==> config.mk <==
export PLATFORM = sky130hd
export DESIGN_NAME = serial_regbank
export DESIGN_NICKNAME = d
export VERILOG_FILES = /design/src/rtl/sregbank_pkg.sv /design/src/rtl/sb_cond_detect.sv /design/src/rtl/sb_ctrl.sv /design/src/rtl/sb_regbank.sv /design/src/rtl/serial_regbank.sv
export SDC_FILE = /design/constraint.sdc
export NUM_CORES = 1
export LEC_CHECK = 0
export ABC_AREA = 1
export BUFFER_PORTS_ARGS = -buffer_cell sky130_fd_sc_hd__buf_4
export CAP_MARGIN = 20
export CORE_ASPECT_RATIO = 1.4
export CORE_MARGIN = 10
export CORE_UTILIZATION = 33
export DETAILED_ROUTE_END_ITERATION = 7
export HOLD_SLACK_MARGIN = 0.15
export PLACE_DENSITY = 0.51
export REMOVE_ABC_BUFFERS = 1
export SYNTH_ARGS = -nofsm -noshare
export SYNTH_HDL_FRONTEND = slang
export SYNTH_SLANG_ARGS = --single-unit
==> constraint.sdc <==
create_clock -name clk -period 3.9 [get_ports clk]
set_input_delay 0.585 -clock clk [delete_from_list [all_inputs] [get_ports clk]]
set_output_delay 0.585 -clock clk [all_outputs]
set_load 0.005 [all_outputs]
==> src/rtl/sregbank_pkg.sv <==
package sregbank_pkg;

    localparam int         DEPTH    = 64;
    localparam int         AW       = $clog2(DEPTH);
    localparam logic [6:0] DEV_ADDR = 7'h68;
    localparam int         RSV_LO   = 16;
    localparam int         RSV_HI   = 18;

    typedef enum logic [2:0] {
        ST_IDLE,
        ST_RECV,
        ST_ACKOUT,
        ST_SEND,
        ST_ACKIN
    } bus_st_e;

    typedef enum logic [1:0] {
        PH_DEV,
        PH_PTR,
        PH_DATA
    } phase_e;

    typedef struct packed {
        logic start;
        logic stop;
        logic rise;
        logic fall;
        logic sda;
    } bus_ev_t;

    function automatic logic is_reserved(input int unsigned idx);
        return (idx >= RSV_LO) && (idx <= RSV_HI);
    endfunction

endpackage

==> src/rtl/sb_cond_detect.sv <==
module sb_cond_detect
    import sregbank_pkg::*;
(
    input  logic    clk,
    input  logic    rst,
    input  logic    pwr_fail,
    input  logic    scl_i,
    input  logic    sda_i,
    output bus_ev_t ev
);

    logic scl_q;
    logic sda_q;

    // previous line levels keep tracking during power-fail so no false
    // edge appears when it is released
    always_ff @(posedge clk) begin
        if (rst) begin
            scl_q <= 1'b1;
            sda_q <= 1'b1;
        end else begin
            scl_q <= scl_i;
            sda_q <= sda_i;
        end
    end

    always_comb begin
        ev.start = ~pwr_fail & scl_q & scl_i & sda_q & ~sda_i;
        ev.stop  = ~pwr_fail & scl_q & scl_i & ~sda_q & sda_i;
        ev.rise  = ~pwr_fail & ~scl_q & scl_i;
        ev.fall  = ~pwr_fail & scl_q & ~scl_i;
        ev.sda   = sda_i;
    end

endmodule

==> src/rtl/sb_ctrl.sv <==
module sb_ctrl
    import sregbank_pkg::*;
#(
    parameter int         DEPTH    = sregbank_pkg::DEPTH,
    parameter logic [6:0] DEV_ADDR = sregbank_pkg::DEV_ADDR,
    localparam int        AW       = $clog2(DEPTH)
) (
    input  logic          clk,
    input  logic          rst,
    input  logic          pwr_fail,
    input  bus_ev_t       ev,
    input  logic [7:0]    rd_data,
    output logic          wr_en,
    output logic [7:0]    wr_data,
    output logic [AW-1:0] ptr,
    output logic          sda_oe
);

    bus_st_e    st;
    phase_e     phase;
    logic [3:0] cnt;
    logic [7:0] shreg;
    logic       rw;
    logic       nack;
    logic       byte_in;
    logic       drive;

    assign byte_in = (st == ST_RECV) && ev.fall && (cnt == 4'd8);

    always_ff @(posedge clk) begin
        if (rst || pwr_fail) begin
            st    <= ST_IDLE;
            phase <= PH_DEV;
            cnt   <= '0;
            shreg <= '0;
            rw    <= 1'b0;
            nack  <= 1'b0;
            ptr   <= '0;
        end else if (ev.start) begin
            st    <= ST_RECV;
            phase <= PH_DEV;
            cnt   <= '0;
        end else if (ev.stop) begin
            st <= ST_IDLE;
        end else begin
            unique case (st)
                ST_RECV: begin
                    if (ev.rise && cnt != 4'd8) begin
                        shreg <= {shreg[6:0], ev.sda};
                        cnt   <= cnt + 4'd1;
                    end else if (byte_in) begin
                        cnt <= '0;
                        unique case (phase)
                            PH_DEV: begin
                                if (shreg[7:1] == DEV_ADDR) begin
                                    st <= ST_ACKOUT;
                                    rw <= shreg[0];
                                end else begin
                                    st <= ST_IDLE;
                                end
                            end
                            PH_PTR: begin
                                ptr <= shreg[AW-1:0];
                                st  <= ST_ACKOUT;
                            end
                            default: begin
                                ptr <= ptr + 1'b1;
                                st  <= ST_ACKOUT;
                            end
                        endcase
                    end
                end
                ST_ACKOUT: begin
                    if (ev.fall) begin
                        cnt <= '0;
                        if (phase == PH_DEV && rw) begin
                            st    <= ST_SEND;
                            shreg <= rd_data;
                        end else begin
                            st    <= ST_RECV;
                            phase <= (phase == PH_DEV) ? PH_PTR : PH_DATA;
                        end
                    end
                end
                ST_SEND: begin
                    if (ev.fall) begin
                        if (cnt == 4'd7) begin
                            st  <= ST_ACKIN;
                            cnt <= '0;
                        end else begin
                            shreg <= {shreg[6:0], 1'b0};
                            cnt   <= cnt + 4'd1;
                        end
                    end
                end
                ST_ACKIN: begin
                    if (ev.rise) begin
                        nack <= ev.sda;
                        ptr  <= ptr + 1'b1;
                    end else if (ev.fall) begin
                        if (nack) begin
                            st <= ST_IDLE;
                        end else begin
                            st    <= ST_SEND;
                            shreg <= rd_data;
                            cnt   <= '0;
                        end
                    end
                end
                default: ;
            endcase
        end
    end

    assign wr_en   = byte_in && (phase == PH_DATA);
    assign wr_data = shreg;

    always_comb begin
        drive = 1'b0;
        if (st == ST_ACKOUT)   drive = 1'b1;
        else if (st == ST_SEND) drive = ~shreg[7];
    end

    assign sda_oe = drive & ~pwr_fail;

endmodule

==> src/rtl/sb_regbank.sv <==
module sb_regbank #(
    parameter int  DEPTH  = sregbank_pkg::DEPTH,
    parameter int  RSV_LO = sregbank_pkg::RSV_LO,
    parameter int  RSV_HI = sregbank_pkg::RSV_HI,
    localparam int AW     = $clog2(DEPTH)
) (
    input  logic          clk,
    input  logic          rst,
    input  logic          wr_en,
    input  logic [AW-1:0] wr_addr,
    input  logic [7:0]    wr_data,
    input  logic [AW-1:0] rd_addr,
    output logic [7:0]    rd_data
);

    logic [7:0] cells [DEPTH];

    for (genvar i = 0; i < DEPTH; i++) begin : g_cell
        if (i >= RSV_LO && i <= RSV_HI) begin : g_rsv
            assign cells[i] = 8'h00;
        end else begin : g_reg
            logic [7:0] q;
            always_ff @(posedge clk) begin
                if (rst)
                    q <= 8'h00;
                else if (wr_en && wr_addr == AW'(i))
                    q <= wr_data;
            end
            assign cells[i] = q;
        end
    end

    assign rd_data = cells[rd_addr];

endmodule

==> src/rtl/serial_regbank.sv <==
module serial_regbank
    import sregbank_pkg::*;
#(
    parameter int         DEPTH    = sregbank_pkg::DEPTH,
    parameter logic [6:0] DEV_ADDR = sregbank_pkg::DEV_ADDR,
    parameter int         RSV_LO   = sregbank_pkg::RSV_LO,
    parameter int         RSV_HI   = sregbank_pkg::RSV_HI
) (
    input  logic clk,
    input  logic rst,
    input  logic scl_i,
    input  logic sda_i,
    input  logic pwr_fail,
    output logic sda_oe
);

    localparam int AW = $clog2(DEPTH);

    bus_ev_t       ev;
    logic          wr_en;
    logic [7:0]    wr_data;
    logic [AW-1:0] ptr;
    logic [7:0]    rd_data;

    sb_cond_detect u_cond (
        .clk      (clk),
        .rst      (rst),
        .pwr_fail (pwr_fail),
        .scl_i    (scl_i),
        .sda_i    (sda_i),
        .ev       (ev)
    );

    sb_ctrl #(
        .DEPTH    (DEPTH),
        .DEV_ADDR (DEV_ADDR)
    ) u_ctrl (
        .clk      (clk),
        .rst      (rst),
        .pwr_fail (pwr_fail),
        .ev       (ev),
        .rd_data  (rd_data),
        .wr_en    (wr_en),
        .wr_data  (wr_data),
        .ptr      (ptr),
        .sda_oe   (sda_oe)
    );

    sb_regbank #(
        .DEPTH  (DEPTH),
        .RSV_LO (RSV_LO),
        .RSV_HI (RSV_HI)
    ) u_bank (
        .clk     (clk),
        .rst     (rst),
        .wr_en   (wr_en),
        .wr_addr (ptr),
        .wr_data (wr_data),
        .rd_addr (ptr),
        .rd_data (rd_data)
    );

endmodule

-- Yosys cells after proc, flatten, opt, wreduce, memory -nomap -nowiden
Index checks and enable logic that the tools add are counted.
- flip-flop bits (word level): 515
- bits of input ports: 5
- output and inout port bits: 1
- logic and storage cells: 311
- $add $sub $neg: 2
- order comparisons: 1
- equal/unequal tests: 91
- muxes and demuxes: 43
- bitwise logic cells: 21
- reductions and logical operators: 82
- operators by type and width (operator ; number):
    $eq 6x6->1 const B ; 32
    $mux 8 ; 10
    $eq 6x5->1 const B ; 13
    $logic_and 1x1->1 ; 66
    $bmux 8 s6 ; 1
    $eq 6x4->1 const B ; 8
    $mux 4 ; 8
    $pmux 8 s4 ; 1
    $eq 6x3->1 const B ; 4
    $pmux 6 s2 ; 2
    $reduce_and 8->1 ; 3
    $mux 3 ; 7
    $ne 4x3->1 const B ; 5
    $mux 6 ; 3
    $pmux 4 s4 ; 1
    $ne 2x1->1 const B ; 7
    $reduce_and 7->1 ; 2
    $eq 6x2->1 const B ; 2
    $ne 2x2->1 const B ; 6
    $ne 4x4->1 const B ; 3
    $pmux 3 s4 ; 1
    $reduce_and 11->1 ; 1
    $and 1x1->1 ; 10
    $mux 2 ; 5
    other kinds (25) ; 39

-- Longest topological paths before layout
- word-level depth: 10
- gate-level depth with buffers: 15
- mapped depth without buffers: 13

-- Modules after synthesis
Synthesis repeated with hierarchy kept, for this count alone.
- cell total of the unflattened synthesis: 3691
- area total of the unflattened synthesis: 25449.4 um^2
- modules (own cells, without submodules) (module ; times used ; cells each ; area an instance (um^2) ; sequential area each (um^2)):
    sb_regbank ; 1 ; 3379 ; 23591.4 ; 9769.4
    sb_ctrl ; 1 ; 294 ; 1751.7 ; 500.5
    sb_cond_detect ; 1 ; 18 ; 106.4 ; 40.0

-- Worst setup path after synthesis
OpenSTA, ideal clock, no wires.
- path kind: register to register
- start: register u_ctrl.ptr[1]
- end: register u_bank.g_cell[33].g_reg.q[6]
- setup time: 0.086 ns
- arrival time: 2.366 ns
- data required time: 3.814 ns
- slack: 1.448 ns
- cell stages (with the launch flop): 11
- clock period less this slack: 2.452 ns
- path through: dfxtp_1 > clkbuf_1 > inv_1 > clkbuf_1 > clkbuf_1 > ha_1 > nand2_1 > nor3_2 > clkbuf_1 > nor2_1 > a211oi_1
- longest elaborated chain between the ends: 2
- RTL lines (element ; RTL line ; text):
    start: declaration ; sb_ctrl.sv:15 ; output logic [AW-1:0] ptr,
    start signal: assignment ; sb_ctrl.sv:63 ; ptr <= shreg[AW-1:0];
    start signal: assignment ; sb_ctrl.sv:67 ; ptr <= ptr + 1'b1;
    start signal: assignment ; sb_ctrl.sv:99 ; ptr <= ptr + 1'b1;
    $eq 6x6->1 ; sb_regbank.sv:26 ; else if (wr_en && wr_addr == AW'(i))
    $logic_and 1x1->1 ; sb_regbank.sv:26 ;
    end signal: assignment ; sb_regbank.sv:27 ; q <= wr_data;
    end: declaration ; sb_regbank.sv:22 ; logic [7:0] q;
No other way between the ends.
A chain may end at the register's enable or synchronous reset.

-- Worst setup path after layout
- start: register u_ctrl.cnt[0]
- end: register u_bank.g_cell[45].g_reg.q[0]
- longest elaborated chain between the ends: 4
- RTL lines (element ; RTL line ; text):
    start: declaration ; sb_ctrl.sv:21 ; logic [3:0] cnt;
    start signal: assignment ; sb_ctrl.sv:50 ; cnt <= cnt + 4'd1;
    start signal: assignment ; sb_ctrl.sv:92 ; cnt <= cnt + 4'd1;
    $eq 4x4->1 ; sb_ctrl.sv:28 ; assign byte_in = (st == ST_RECV) && ev.fall && (cnt == 4'd8);
    $logic_and 1x1->1 ; sb_ctrl.sv:28 ;
    $logic_and 1x1->1 ; sb_ctrl.sv:115 ; assign wr_en = byte_in && (phase == PH_DATA);
    $logic_and 1x1->1 ; sb_regbank.sv:26 ;
    end signal: assignment ; sb_regbank.sv:27 ;
    end: declaration ; sb_regbank.sv:22 ;
No other way between the ends.

==> impl_metrics.tcl <==
set metrics [dict create \
    grt_max_degree 99 \
    portBuffers 5 \
    synth_area_per_cell_um2 6.75 \
    ioPinCount 6 \
    syn2layout_area_growth_pct 10.2 \
    cpPeakStageDelay_ns 0.39 \
    clock_skew_ns 0.0228 \
    r2r_slack_ns 1.20 \
    fillCellCount 7901 \
    rsz0062_at_grt "false" \
    clk_pin_slew_ns 0.06 \
    synth_area_leaders "dfxtp_1 42%, nand2_1 14%, a211oi_1 8.7%, nor2_1 6.6%, inv_1 6.5%" \
    p_int_uw 8470 \
    yosysSeqAreaShare_pct 42.2 \
    drt_wl_total_um 76600 \
    rows 118 \
    grt_overflow 0 \
    cts_buffers 53 \
    p_switching_uw 2400 \
    relSlewSlack_pct 26.5 \
    htreeDepth 2 \
    power_frac_seq_pct 48.4 \
    worstMarginPinSlew_ns 1.10 \
    drt_iter0_drc 1325 \
    final_cell_mix "932 x nand2_1, 513 x dfxtp_1, 427 x nor2_1" \
    place_area_um2 25100 \
    crit_family "simple AND/OR/NAND/NOR gates" \
    gp_congestion 0.857 \
    final_area_um2 27000 \
    cts_buffer_depth 3 \
    yosysTopAreaCellShare_pct 42.2 \
    place_inst 4382 \
    hold_buffers 0 \
    yosysWarnings 0 \
    drc_errors 0 \
    clk_latency_ns 0.62 \
    finalSetupTns_ns 0 \
    fin_nets 3489 \
    grt_pass1_wl_um 122000 \
    synthArstFlopShare_pct 0 \
    die_h_um 342 \
    maxSlewViolCount 0 \
    drv_cap 0 \
    drive_gt1_share_pct 6.35 \
    leakagePower_uw 0.0108 \
    status "finished clean" \
    ir_worst_vdd_uv 320 \
    grt_antenna_before_repair 0 \
    synthCells 3625 \
    cts_resized 0 \
    syn_area_um2 24500 \
    grt_pass1_vias 20800 \
    cts_tree "built" \
    ys_ff_latch 515 \
    power_per_cell_area_nw_per_um2 403 \
    period_share_pct 69.1 \
    critPathRequiredTime_ns 4.45 \
    synth_flop_cell "dfxtp_1" \
    critPathKind "flop to flop" \
    dpl.hpwl_um 46900 \
    wl_per_cell_um 17.1 \
    p_sw_share_pct 22.1 \
    endpoint_kind "flop" \
    grt_usage_pct 17.6 \
    setup_viol 0 \
    pwr-share-clk_pct 49.7 \
    initial_core_util_pct 33.2 \
    seq_area_um2 10300 \
    finalNonFillerCells 4474 \
    layout_commonest_cell "nand2_1" \
    hold_path_class "input port to flop" \
    cts_setup_buffers 0 \
    hold_viol 0 \
    diodes 0 \
    die_area_um2 85500 \
    cp-start-kind "flop" \
    avgViaCountPerCell 4.85 \
    synth_top_cell_by_area "dfxtp_1" \
    antenna_left 0 \
    cp_data_arrival_time_ns 3.24 \
    worst-path-buf-inv 1 \
    die_x_um 250 \
    path_max_fanout 16 \
    multiInputGateArea_um2 11400 \
    cts-root-buf "clkbuf_16" \
    combPwrFrac_pct 1.8 \
    ys_types 31 \
    synth_edf_count 0 \
    coreArea_um2 73700 \
    vias 21700 \
    drt_first_pass_iters 6 \
    numClockSinks 515 \
    fmax_mhz 371 \
    critPathSlowestCell "nor2_4" \
    path_cells "inv_1 -> ha_1 -> nand3_2 -> nor3_4 -> nand3_1 -> nor2_1 -> nand2_1 -> nor2_4 -> o21ai_0 -> a21oi_1" \
    period_minus_slack_ns 2.70 \
]
## sequential cells by signal, summed over array words and instances, names as in the netlist
name / cells
u_ctrl.rw: 1
u_bank.g_cell.g_reg.q: 488
u_ctrl.phase: 2
u_cond.sda_q: 1
u_ctrl.ptr: 6
u_cond.scl_q: 1
u_ctrl.nack: 1
u_ctrl.cnt: 4
u_ctrl.st: 3
u_ctrl.wr_data: 8
## power groups by stage
stage | Clock [uW] | Combinational, uW | Sequential (uW)
2_1_floorplan | 0 | 75.4 | 5380
3_3_place_gp | 0 | 202 | 5380
3_5_place_dp | 0 | 201 | 5380
4_1_cts | 5540 | 201 | 5260
5_1_grt | 5720 | 217 | 5260
6_report | 5410 | 200 | 5260
## cell families after synthesis
group | count (synthesis) | synth area share (%)
XOR/XNOR | 2 | 0.0716
AO/OA/AOI/OAI | 744 | 18.2
flip-flops | 515 | 42.2
AND/OR/NAND/NOR | 1656 | 28.0
buffers and inverters | 702 | 11.3
adder cells (fa/ha/maj) | 6 | 0.307
## per-stage QoR
| step | hold slack, ns | util [%] | worst slack, ns | total power [uW] |
|---|---|---|---|---|
| final | 0.206 | 36.6 | 1.20 | 10900 |
| after global routing | 0.210 | 36.6 | 0.961 | 11200 |
| after CTS | 0.172 | 36.5 | 1.19 | 11000 |
| after detailed placement | 0.442 | 34.1 | 1.02 | 5580 |
| after global placement | 0.440 | 34.1 | 1.04 | 5580 |
| after floorplan | 0.424 | - | -5.64 | 5460 |
## final cells by class
cell class | instances | share of cell area (%)
Sequential cell | 515 | 38.3
Timing Repair Buffer | 64 | 2.12
Clock inverter | 13 | 0.747
Inverter | 436 | 6.13
Tap cell | 960 | 4.46
Multi-Input combinational cell | 2408 | 42.3
Clock buffer | 78 | 5.98
## tightest hold or removal path: cells and delay by family
family / cells / cell delay [ns]
simple gates: 1 / 0.05
buf+inv: 2 / 0.16
## layer usage
layer	global-route usage [%]	vias up	wire, um
met4	7.92	0	3370
met1	21.4	9942	34000
met2	30.8	294	37200
met5	0	-	0
li1	-	11300	-
met3	1.83	135	2020
## worst paths after layout
kind                  from                           end  cells after the start
min reg2reg      u_ctrl.rw                     u_ctrl.rw                      2
min                  scl_i                  u_cond.scl_q                      3
max reg2reg  u_ctrl.cnt[0]  u_bank.g_cell[45].g_reg.q[0]                     10
max          u_ctrl.cnt[0]  u_bank.g_cell[45].g_reg.q[0]                     10
## synthesized netlist by cell type (18+ instances only)
cell type  instances
nand2_1          932
dfxtp_1          515
nor2_1           429
inv_1            425
a211oi_1         283
a21oi_1          231
nand3_1          225
o21ai_0          223
clkbuf_1         194
buf_2             44
nor2_4            28
nor2_2            18
No activity file was read; power rests on OpenSTA's default activity.
